===== src/rtl/shape_slot_alloc.sv =====
module shape_slot_alloc #(
  parameter int DIM_W = 5,
  parameter int MVL_W = 7
) (
  input  logic               clk,
  input  logic               rst_n,
  input  logic               start,
  input  logic               form_idx,
  input  logic [DIM_W-1:0]   dim_m1,
  input  logic               yx,
  input  logic               skip,
  input  logic [3:0]         offset,
  input  logic [4:0]         base,
  input  logic [1:0]         ew,
  input  logic [4:0]         mask,
  input  logic               mm,
  input  logic [MVL_W-1:0]   maxvl,
  output logic               busy,
  output logic               done,
  output logic [127:0]       slots,
  output logic [9:0]         sel,
  output logic [4:0]         en,
  output logic               persist
);
  localparam int NSLOT = 4;
  localparam int NOPS  = 5;
  localparam int PW    = MVL_W + DIM_W + 1;

  logic             c_idx, c_yx, c_sk, c_mm;
  logic [DIM_W-1:0] c_dim;
  logic [3:0]       c_ofs;
  logic [4:0]       c_base, c_mask;
  logic [1:0]       c_ew;
  logic [MVL_W-1:0] c_mvl, d_q;
  logic [PW-1:0]    prod_q;
  logic [31:0]      slot_q [NSLOT];

  logic [31:0] shape;
  logic [5:0]  ydim;
  logic [2:0]  perm;
  logic        more;

  assign more = prod_q < PW'(c_mvl);

  assign ydim = c_yx ? (c_sk ? 6'd0 : 6'(d_q - 1'b1)) : (c_sk ? 6'h3f : 6'd0);
  assign perm = c_idx ? {2'b11, c_yx} : {1'b0, c_yx, 1'b0};

  always_comb begin
    shape        = '0;
    shape[5:0]   = 6'(c_dim);
    shape[11:6]  = ydim;
    shape[20:18] = perm;
    if (c_idx) begin
      shape[17:12] = {1'b0, c_base};
      shape[21]    = c_sk;
      shape[29:28] = c_ew;
    end else begin
      shape[27:24] = c_ofs;
      shape[29:28] = {1'b0, c_sk};
    end
  end

  logic [1:0]       rr;
  logic [NSLOT-1:0] hit;
  logic [9:0]       bsel;

  always_comb begin
    rr   = '0;
    hit  = '0;
    bsel = '0;
    for (int k = 0; k < NOPS; k++) begin
      if (c_mask[k]) begin
        bsel[2*k +: 2] = rr;
        hit[rr]        = 1'b1;
        rr             = rr + 2'd1;
      end
    end
  end

  logic [2:0] r_op;
  logic [1:0] r_sl;
  assign r_op = c_mask[4:2];
  assign r_sl = c_mask[1:0];

  always_ff @(posedge clk) begin
    if (!rst_n) begin
      busy    <= 1'b0;
      done    <= 1'b0;
      persist <= 1'b0;
      sel     <= '0;
      en      <= '0;
      d_q     <= '0;
      prod_q  <= '0;
      c_idx   <= 1'b0;
      c_yx    <= 1'b0;
      c_sk    <= 1'b0;
      c_mm    <= 1'b0;
      c_dim   <= '0;
      c_ofs   <= '0;
      c_base  <= '0;
      c_mask  <= '0;
      c_ew    <= '0;
      c_mvl   <= '0;
      for (int s = 0; s < NSLOT; s++) slot_q[s] <= '0;
    end else begin
      done <= 1'b0;
      if (!busy) begin
        if (start) begin
          busy   <= 1'b1;
          d_q    <= '0;
          prod_q <= '0;
          c_idx  <= form_idx;
          c_yx   <= yx;
          c_sk   <= skip;
          c_mm   <= mm;
          c_dim  <= dim_m1;
          c_ofs  <= offset;
          c_base <= base;
          c_mask <= mask;
          c_ew   <= ew;
          c_mvl  <= maxvl;
        end
      end else if (more) begin
        d_q    <= d_q + 1'b1;
        prod_q <= prod_q + PW'(c_dim) + PW'(1);
      end else begin
        busy    <= 1'b0;
        done    <= 1'b1;
        persist <= c_mm;
        if (!c_mm) begin
          for (int s = 0; s < NSLOT; s++) slot_q[s] <= hit[s] ? shape : 32'd0;
          sel <= bsel;
          en  <= c_mask;
        end else begin
          slot_q[r_sl] <= shape;
          for (int k = 0; k < NOPS; k++) begin
            if (r_op == 3'(k)) begin
              sel[2*k +: 2] <= r_sl;
              en[k]         <= 1'b1;
            end
          end
        end
      end
    end
  end

  for (genvar s = 0; s < NSLOT; s++) begin : g_out
    assign slots[32*s +: 32] = slot_q[s];
  end
endmodule


===== config.mk =====
export PLATFORM = sky130hd
export DESIGN_NAME = shape_slot_alloc
export DESIGN_NICKNAME = d
export VERILOG_FILES = /design/src/rtl/shape_slot_alloc.sv
export SDC_FILE = /design/constraint.sdc
export NUM_CORES = 1
export LEC_CHECK = 0
export BUFFER_PORTS_ARGS = -buffer_cell sky130_fd_sc_hd__buf_2
export CAP_MARGIN = 20
export CORE_UTILIZATION = 54
export CTS_CLUSTER_DIAMETER = 100
export DETAILED_ROUTE_END_ITERATION = 16
export PLACE_DENSITY = 0.77
export SLEW_MARGIN = 30
export SYNTH_ARGS = -nofsm -noshare
export SYNTH_HDL_FRONTEND = slang
export SYNTH_SLANG_ARGS = --single-unit

===== constraint.sdc =====
create_clock -name clk -period 5 [get_ports clk]
set_input_delay 0.25 -clock clk [delete_from_list [all_inputs] [get_ports clk]]
set_output_delay 0.25 -clock clk [all_outputs]
set_load 0.01 [all_outputs]

==> run metrics, run 1 <==
Final ANT Viol Nets=0; nets=938; Top delay family on crit path=simple AND/OR/NAND/NOR gates; Worst Setup SP=c_mask[2]; number of buffers created by CTS=17; Sw Ratio=0.253; leading area contributor after synthesis=edfxtp_1; Slew headroom=0.456; H-tree levels=4; Post-CTS Setup Inserts=0; via count=5831; Worst Tran Pin Value=0.814 ns; Die ar.=14500 sq um; Comb power frac=0.118; CTS tree=built; Max stage delay on crit path=0.74 ns; Post-Route WL=17600 um; initial core utilization=0.563; Congestion Overflow GR=0; DR vias/cell=5.46; Crit Path Class=flip-flop to flip-flop; Post-Synth Adder-Cell Area=0.0433; Simple-Gate Fraction of Synth Area=0.179; Reg2Reg Launch Point=c_mask[2]; Rows=42; Leakage=3.66 nW; Worst setup EP type=flip-flop; largest family of logic cells by synthesized area=simple AND/OR/NAND/NOR gates; # IOs=181; hold_sp=maxvl[0]; flops & latches, synth=173; dpl cell area=8360 sq um; FILL cells=1084; Final Hold Fails=0; die width=120 um; xor/xnor share of the synthesized area=0.00231; Synth area leaders=edfxtp_1, dfxtp_1, nor2_1, nand2_1, ha_1; Clock Path Buffers=2; Yosys warnings=0; worst endpoint required time=5.27 ns; achievable clock frequency=319 MHz; TNS Setup=0 ns; run status=completed; largest net degree at the start of global routing=49; Setup crit start kind=flip-flop; crit-path max FO=26; Post-synth ARST share=0; first-pass GRT wire length=27600 um; post-synth top area share=0.412; Clock power frac=0.404; Clock transition at path regs=0.07 ns; worst-path cell chain=fa_1 -> ha_1 -> nand2_1 -> o31a_1 -> a31oi_1 -> or3_2 -> nor2_1; multi-input logic area=2680 sq um; main flop type after synthesis=edfxtp_1; CP max stage cell=or3_2; area added between synthesis and finish=18.7%; pwr dens=387 nW/um^2; Register Area=4500 sq um; Avg Cell Area, Syn=10.3 sq um; sw power=0.880 mW; number of enable flip-flop cells after synthesis=104; Initial DRC Count=490; drc violations=0; sequential power share=0.478; final worst path period share=0.626; Buf/Inv on CP=0; synth unique cells=63; most frequent cells in the layout=buf_2, nor2_1, nand2_1; Mapped Cells=737; Final Cell Area=8990 sq um; antenna violations before repair=0; Placer Congestion=0.865; cell area after synthesis=7580 sq um; area fraction in compound gates after synthesis=0.109; clock skew=0.00782 ns; Pint=2.60 mW; Clock Root Buffer=clkbuf_16; Post-DP HPWL=11600 um; Num Clock Sinks=173; vias in the first global route=5383; Die H=120 um; sequential area share after synthesis=0.595; max_cap viols=0; post_cts resized=0; Hold Slack=0.0521 ns; most common cell after layout, fill and taps aside=buf_2; mux contribution to synthesized area=0.00545; worst skew pair latency=0.43 ns; Port Buffer Count=156; Tmin final=3.13 ns; antenna cells=0; layout cell share with drive strength beyond 1=0.246; Setup violations, final=0; critical path arrival=3.40 ns; Peak VDD IR=0.220 mV; cts hold-fix bufs=0; Hold WC Path Type=primary input to flip-flop; count of pins over their slew limit=0; Core ar.=13500 sq um; All-Layer GR Usage=0.251; Initial DRT Pass Iterations=5; drt wl/cell=16.5 um; RSZ-0062 raised after global routing=no
[flip-flops by register name (all words and copies together), names as in the netlist]
register	cells
c_base	5
persist	1
busy	1
c_dim	5
c_yx	1
slot_q	104
c_idx	1
c_ew	2
d_q	6
done	1
c_sk	1
c_ofs	4
c_mvl	7
en	5
sel	10
c_mask	5
prod_q	13
c_mm	1
[cell usage after synthesis (all sizes together), types with 6 or more instances]
library cell,instances
or3,9
buf,44
nor2b,8
nor2,120
o21ai,22
nand2b,6
nand3,17
dfxtp,69
a21oi,57
and3,6
nor3,13
inv,24
o211ai,7
clkbuf,24
o21a,9
nand2,118
edfxtp,104
ha,23
[worst min-delay path, stage by stage]
cell,delay (ns)
buf_2,0.10
nand2_1,0.04
a21oi_1,0.05
[power by group through the flow]
stage | Clock [mW] | Sequential (mW) | Combinational (mW)
finish | 1.40 | 1.66 | 0.412
CTS | 1.41 | 1.66 | 0.413
detailed placement | 0 | 1.69 | 0.411
global placement | 0 | 1.69 | 0.402
floorplan | 0 | 1.72 | 0.249
global route | 1.48 | 1.67 | 0.453
[cell type report]
| cell class | count | area share |
|---|---|---|
| clock buffers | 19 | 0.0493 |
| clock inverters | 13 | 0.0207 |
| inverters | 25 | 0.0104 |
| multi-input cells | 494 | 0.298 |
| flip-flops and latches | 173 | 0.501 |
| well taps | 176 | 0.0245 |
| repair buffers | 167 | 0.0960 |
[worst paths after layout]
kind	to	slack, ns	depth (start not counted)
worst max-delay path	slot_q[0][7]	1.87	7
worst min-delay path	c_mvl[0]	0.05	3
worst max register to register	slot_q[0][7]	1.87	7
worst min register to register	c_mvl[0]	0.46	2
[cell families (layout without fill, tap and decap cells)]
logic type / count (synthesis) / after routing
compound gates: 128 / 128
xor+xnor: 2 / 2
fa+ha+maj: 25 / 25
buf+inv: 93 / 224
flops: 173 / 173
mux: 4 / 4
other cells: 1 / 24
simple gates: 311 / 311
[routing by layer]
layer | global-route usage | routed length, um | vias up
met2 | 0.427 | 8820 | 272
met4 | 0.0934 | 323 | 0
met1 | 0.315 | 7270 | 2748
met3 | 0.0505 | 1230 | 28
li1 | - | - | 2783
met5 | 0 | 0 | -
[per-stage QoR]
step	std cells	setup WS [ns]	util	power, mW
global route	1067	1.76	0.668	3.60
detailed placement	1035	1.84	0.621	2.10
global placement	1035	1.84	0.621	2.09
floorplan	760	1.27	-	1.96
finish	1067	1.87	0.668	3.48
CTS	1067	1.84	0.668	3.49
Power figures use the tool's default switching activity.
==> inputs of run 2 (changes only) <==
Clock period 5 ns to 3.1 ns, I/O delays scaled along.
==> run 2 against run 1 <==
Power rose by 59%. Largest power group unchanged. Count of clock-buffer cells in the layout rose by 1. Non-clock buffer count rose by 38.
==> run metrics, run 2 (synthesized netlist as in run 1, its figures left out) <==
Clock transition at path regs=0.07 ns; run status=completed; clock skew=0.0115 ns; nets=976; Clock Path Buffers=2; Worst setup EP type=flip-flop; antenna violations before repair=0; first-pass GRT wire length=29400 um; Register Area=4500 sq um; via count=5985; All-Layer GR Usage=0.265; count of pins over their slew limit=0; Post-Route WL=18400 um; Slew headroom=0.506; FILL cells=1031; Reg with most FFs=slot_q; Hold WC Path Type=primary input to flip-flop; Crit Path Class=flip-flop to flip-flop; # IOs=181; most frequent cells in the layout=buf_2, nor2_1, nand2_1; Total Power=5.52 mW; DR vias/cell=5.42; crit-path max FO=26; multi-input logic area=2680 sq um; sw power=1.45 mW; drt wl/cell=16.7 um; Largest regs=slot_q (104), prod_q (13), sel (10); vias in the first global route=5710; worst skew pair latency=0.43 ns; max_cap viols=0; sequential power share=0.483; Clock power frac=0.385; Final Non-Filler Cells=1105; pwr dens=593 nW/um^2; layout cell share with drive strength beyond 1=0.243; Peak VDD IR=0.306 mV; drc violations=0; Setup crit start kind=flip-flop; area added between synthesis and finish=22.9%; Post-DP HPWL=12000 um; Initial DRC Count=479; initial core utilization=0.563; Post-CTS Setup Inserts=0; r2r setup slk=0.23 ns; Rows=42; Largest register FFs=104; Leakage=3.79 nW; Comb power frac=0.131; Placer Congestion=0.914; H-tree levels=4; Clock Root Buffer=clkbuf_16; achievable clock frequency=348 MHz; worst endpoint required time=3.35 ns; RSZ-0062 raised after global routing=no; Port Buffer Count=156; die width=120 um; CTS tree=built; critical path arrival=3.12 ns; number of buffers created by CTS=17; antenna cells=0; Final Hold Fails=0; Congestion Overflow GR=0; Worst Tran Pin Value=0.739 ns; Die H=120 um; largest net degree at the start of global routing=48; Initial DRT Pass Iterations=5; Final ANT Viol Nets=0; most common cell after layout, fill and taps aside=buf_2; Die ar.=14500 sq um; Tmin final=2.87 ns; Sw Ratio=0.263; Num Clock Sinks=173; Core ar.=13500 sq um; Pint=4.06 mW; placed instance count=1044; Setup violations, final=0; final worst path period share=0.926
run 2: layout make-up:
type | count | share of cell area
inverters | 25 | 0.0101
repair buffers | 205 | 0.131
clock inverters | 12 | 0.0149
multi-input cells | 494 | 0.288
well taps | 176 | 0.0237
flip-flops and latches | 173 | 0.484
clock buffers | 20 | 0.0480
run 2: critical path, stage by stage (launching register included):
cell     delay, ns
dfxtp_1       0.34
inv_1         0.05
ha_1          0.31
nand4_1       0.21
nor2_1        0.22
a221o_1       0.56
nand3_2       0.64
nor2_1        0.33
run 2: layer usage:
layer  up-vias  share of wire  GRT usage
li1       2859              -          -
met1      2821           0.41      0.334
met2       282           0.50      0.463
met3        23          0.071     0.0519
met4         0          0.013     0.0733
met5         -              0          0
run 2: worst paths after layout:
check                               from       endpoint  depth (start not counted)
worst max-delay path            c_mvl[6]  slot_q[3][19]                          7
worst min-delay path             base[2]      c_base[2]                          3
worst max register to register  c_mvl[6]  slot_q[3][19]                          7
worst min register to register   persist        persist                          2
run 2: stage by stage:
stage / hold WS, ns / setup TNS, ns / cell area (sq um) / worst slack [ns] / utilization
global route: 0.0101 / 0 / 9310 / 0.0490 / 0.692
finish: 0.0235 / 0 / 9310 / 0.229 / 0.692
detailed placement: 0.402 / 0 / 8430 / 0.274 / 0.627
floorplan: 0.291 / -32.72 / 7660 / -0.629 / -
global placement: 0.399 / 0 / 8430 / 0.420 / 0.626
CTS: 0.00741 / 0 / 9310 / 0.178 / 0.692
run 2: what timing repair did:
action	CTS	global route
gates resized for setup	0	0
hold endpoints to repair	29	0
hold buffers	29	0
run 2: power groups by stage:
stage	Clock (mW)	Sequential [mW]	Combinational, mW
3_5_place_dp	0	2.72	0.690
3_3_place_gp	0	2.71	0.678
4_1_cts	2.13	2.67	0.722
5_1_grt	2.24	2.68	0.799
2_1_floorplan	0	2.77	0.402
6_report	2.12	2.67	0.725
==> inputs of run 3 (changes only) <==
Settings changed: CAP_MARGIN 20 to 10, REMOVE_ABC_BUFFERS set to 1.
==> run 3 against run 2 <==
Power grew 2.8%. Non-clock buffer count is the same. Combinational power grew 0.8%. Sequential power is essentially flat. Design area grew 0.93%. Worst hold slack gained 0.25 ns. First-iteration DRC count shrank 3.8%. Flip-flop and latch count is the same. Global-route usage shrank 0.82 points. Critical path depth grew 3. Maximum frequency shrank 1.4%. Critical path type unchanged. Critical endpoint is now slot_q[3][15]. Largest power group unchanged.
==> run metrics, run 3 (synthesized netlist as in run 1, its figures left out) <==
# IOs=181; die width=120 um; Comb power frac=0.129; Initial DRC Count=461; Congestion Overflow GR=0; Post-CTS Setup Inserts=0; max_cap viols=0; Crit Path Class=flip-flop to flip-flop; sw power=1.39 mW; number of buffers created by CTS=17; nets=976; most common cell after layout, fill and taps aside=buf_2; All-Layer GR Usage=0.256; initial core utilization=0.563; Core Util, Final=0.698; final worst path period share=0.940; crit-path max FO=26; area added between synthesis and finish=24.0%; Largest regs=slot_q (104), prod_q (13), sel (10); H-tree levels=4; Hold WC Path Type=primary input to flip-flop; CP max stage cell=nand3_2; vias in the first global route=5592; pwr dens=604 nW/um^2; met1 wire length=7580 um; Setup violations, final=0; Post-Route WL=17800 um; Clock Path Buffers=2; Die H=120 um; count of pins over their slew limit=0; Total Power=5.67 mW; Final ANT Viol Nets=0; CTS tree=built; Pint=4.28 mW; Clock Root Buffer=clkbuf_16; Worst Tran Pin Value=0.879 ns; dpl cell area=8430 sq um; Largest register FFs=104; Clock power frac=0.401; Clock transition at path regs=0.06 ns; Rows=42; Setup crit start kind=flip-flop; Post-DP HPWL=11700 um; Final Hold Fails=0; Reg with most FFs=slot_q; antenna violations before repair=0; critical path arrival=3.16 ns; sequential power share=0.470; most frequent cells in the layout=buf_2, nor2_1, nand2_1; Peak VDD IR=0.409 mV; Final Cell Area=9400 sq um; antenna cells=0; via count=5941; achievable clock frequency=343 MHz; largest net degree at the start of global routing=48; Worst setup EP type=flip-flop; Sw Ratio=0.246; layout cell share with drive strength beyond 1=0.236; clock skew=0.00761 ns; Core ar.=13500 sq um; Slew headroom=0.413; drc violations=0; Initial DRT Pass Iterations=7; post_cts resized=0; Max stage delay on crit path=0.53 ns; r2r setup slk=0.19 ns; worst endpoint required time=3.35 ns; Placer Congestion=0.910; Die ar.=14500 sq um; RSZ-0062 raised after global routing=no; Num Clock Sinks=173; Leakage=3.83 nW; Port Buffer Count=156; first-pass GRT wire length=28200 um; Tmin final=2.91 ns; DR WL met3=938 um; worst-path cell chain=inv_1 -> ha_1 -> and2_1 -> nor2_1 -> ha_1 -> nand2_1 -> o31a_1 -> o211ai_1 -> nand3_2 -> nor2_1; drt wl/cell=16.1 um; DR WL met2=9050 um; worst skew pair latency=0.43 ns; highest routing layer actually used=met4; run status=completed; DR vias/cell=5.38
[run 3: per-layer routing]
metal	vias up	global-route usage
met1	2836	0.326
li1	2852	-
met4	0	0.0826
met2	230	0.439
met5	-	0
met3	23	0.0528
[run 3: layout make-up]
cell class | count | area (sq um)
flip-flops and latches | 173 | 4500
fillers | 1019 | 4060
multi-input cells | 494 | 2690
repair buffers | 205 | 1260
clock buffers | 19 | 433
well taps | 176 | 220
clock inverters | 12 | 194
inverters | 25 | 93.8
[run 3: what timing repair did]
item | in CTS | in global routing
hold buffers | 32 | 0
setup endpoints to repair | 0 | 0
hold endpoints to repair | 32 | 0
[run 3: worst max-delay path, delay by kind of cell, from the launching register on]
family	cells	cell delay (ns)
AO/OA/AOI/OAI	2	0.40
flip-flops	1	0.46
AND/OR/NAND/NOR	5	1.26
adder cells (fa/ha/maj)	2	0.43
buffers and inverters	1	0.16
[run 3: through the flow]
step           cells  hold slack (ns)  setup TNS, ns  setup slack (ns)
2_1_floorplan    692            0.273         -44.96            -0.865
3_3_place_gp    1040            0.397              0             0.472
3_5_place_dp    1040            0.400              0             0.218
4_1_cts         1103            0.262              0             0.163
5_1_grt         1104            0.297              0            0.0675
6_report        1104            0.277              0             0.187
[run 3: final timing paths]
kind	from	end	cells after the start
worst max-delay path	c_mask[0]	slot_q[3][15]	10
worst max register to register	c_mask[0]	slot_q[3][15]	10
worst min register to register	c_mvl[4]	c_mvl[4]	2
worst min-delay path	start	c_dim[1]	4
[run 3: power by group through the flow]
stage               combinational [mW]  sequential [mW]  clock [mW]
floorplan                        0.328             2.78           0
global placement                 0.676             2.71           0
detailed placement               0.691             2.72           0
CTS                              0.726             2.67        2.31
global route                     0.799             2.68        2.41
finish                           0.731             2.67        2.28
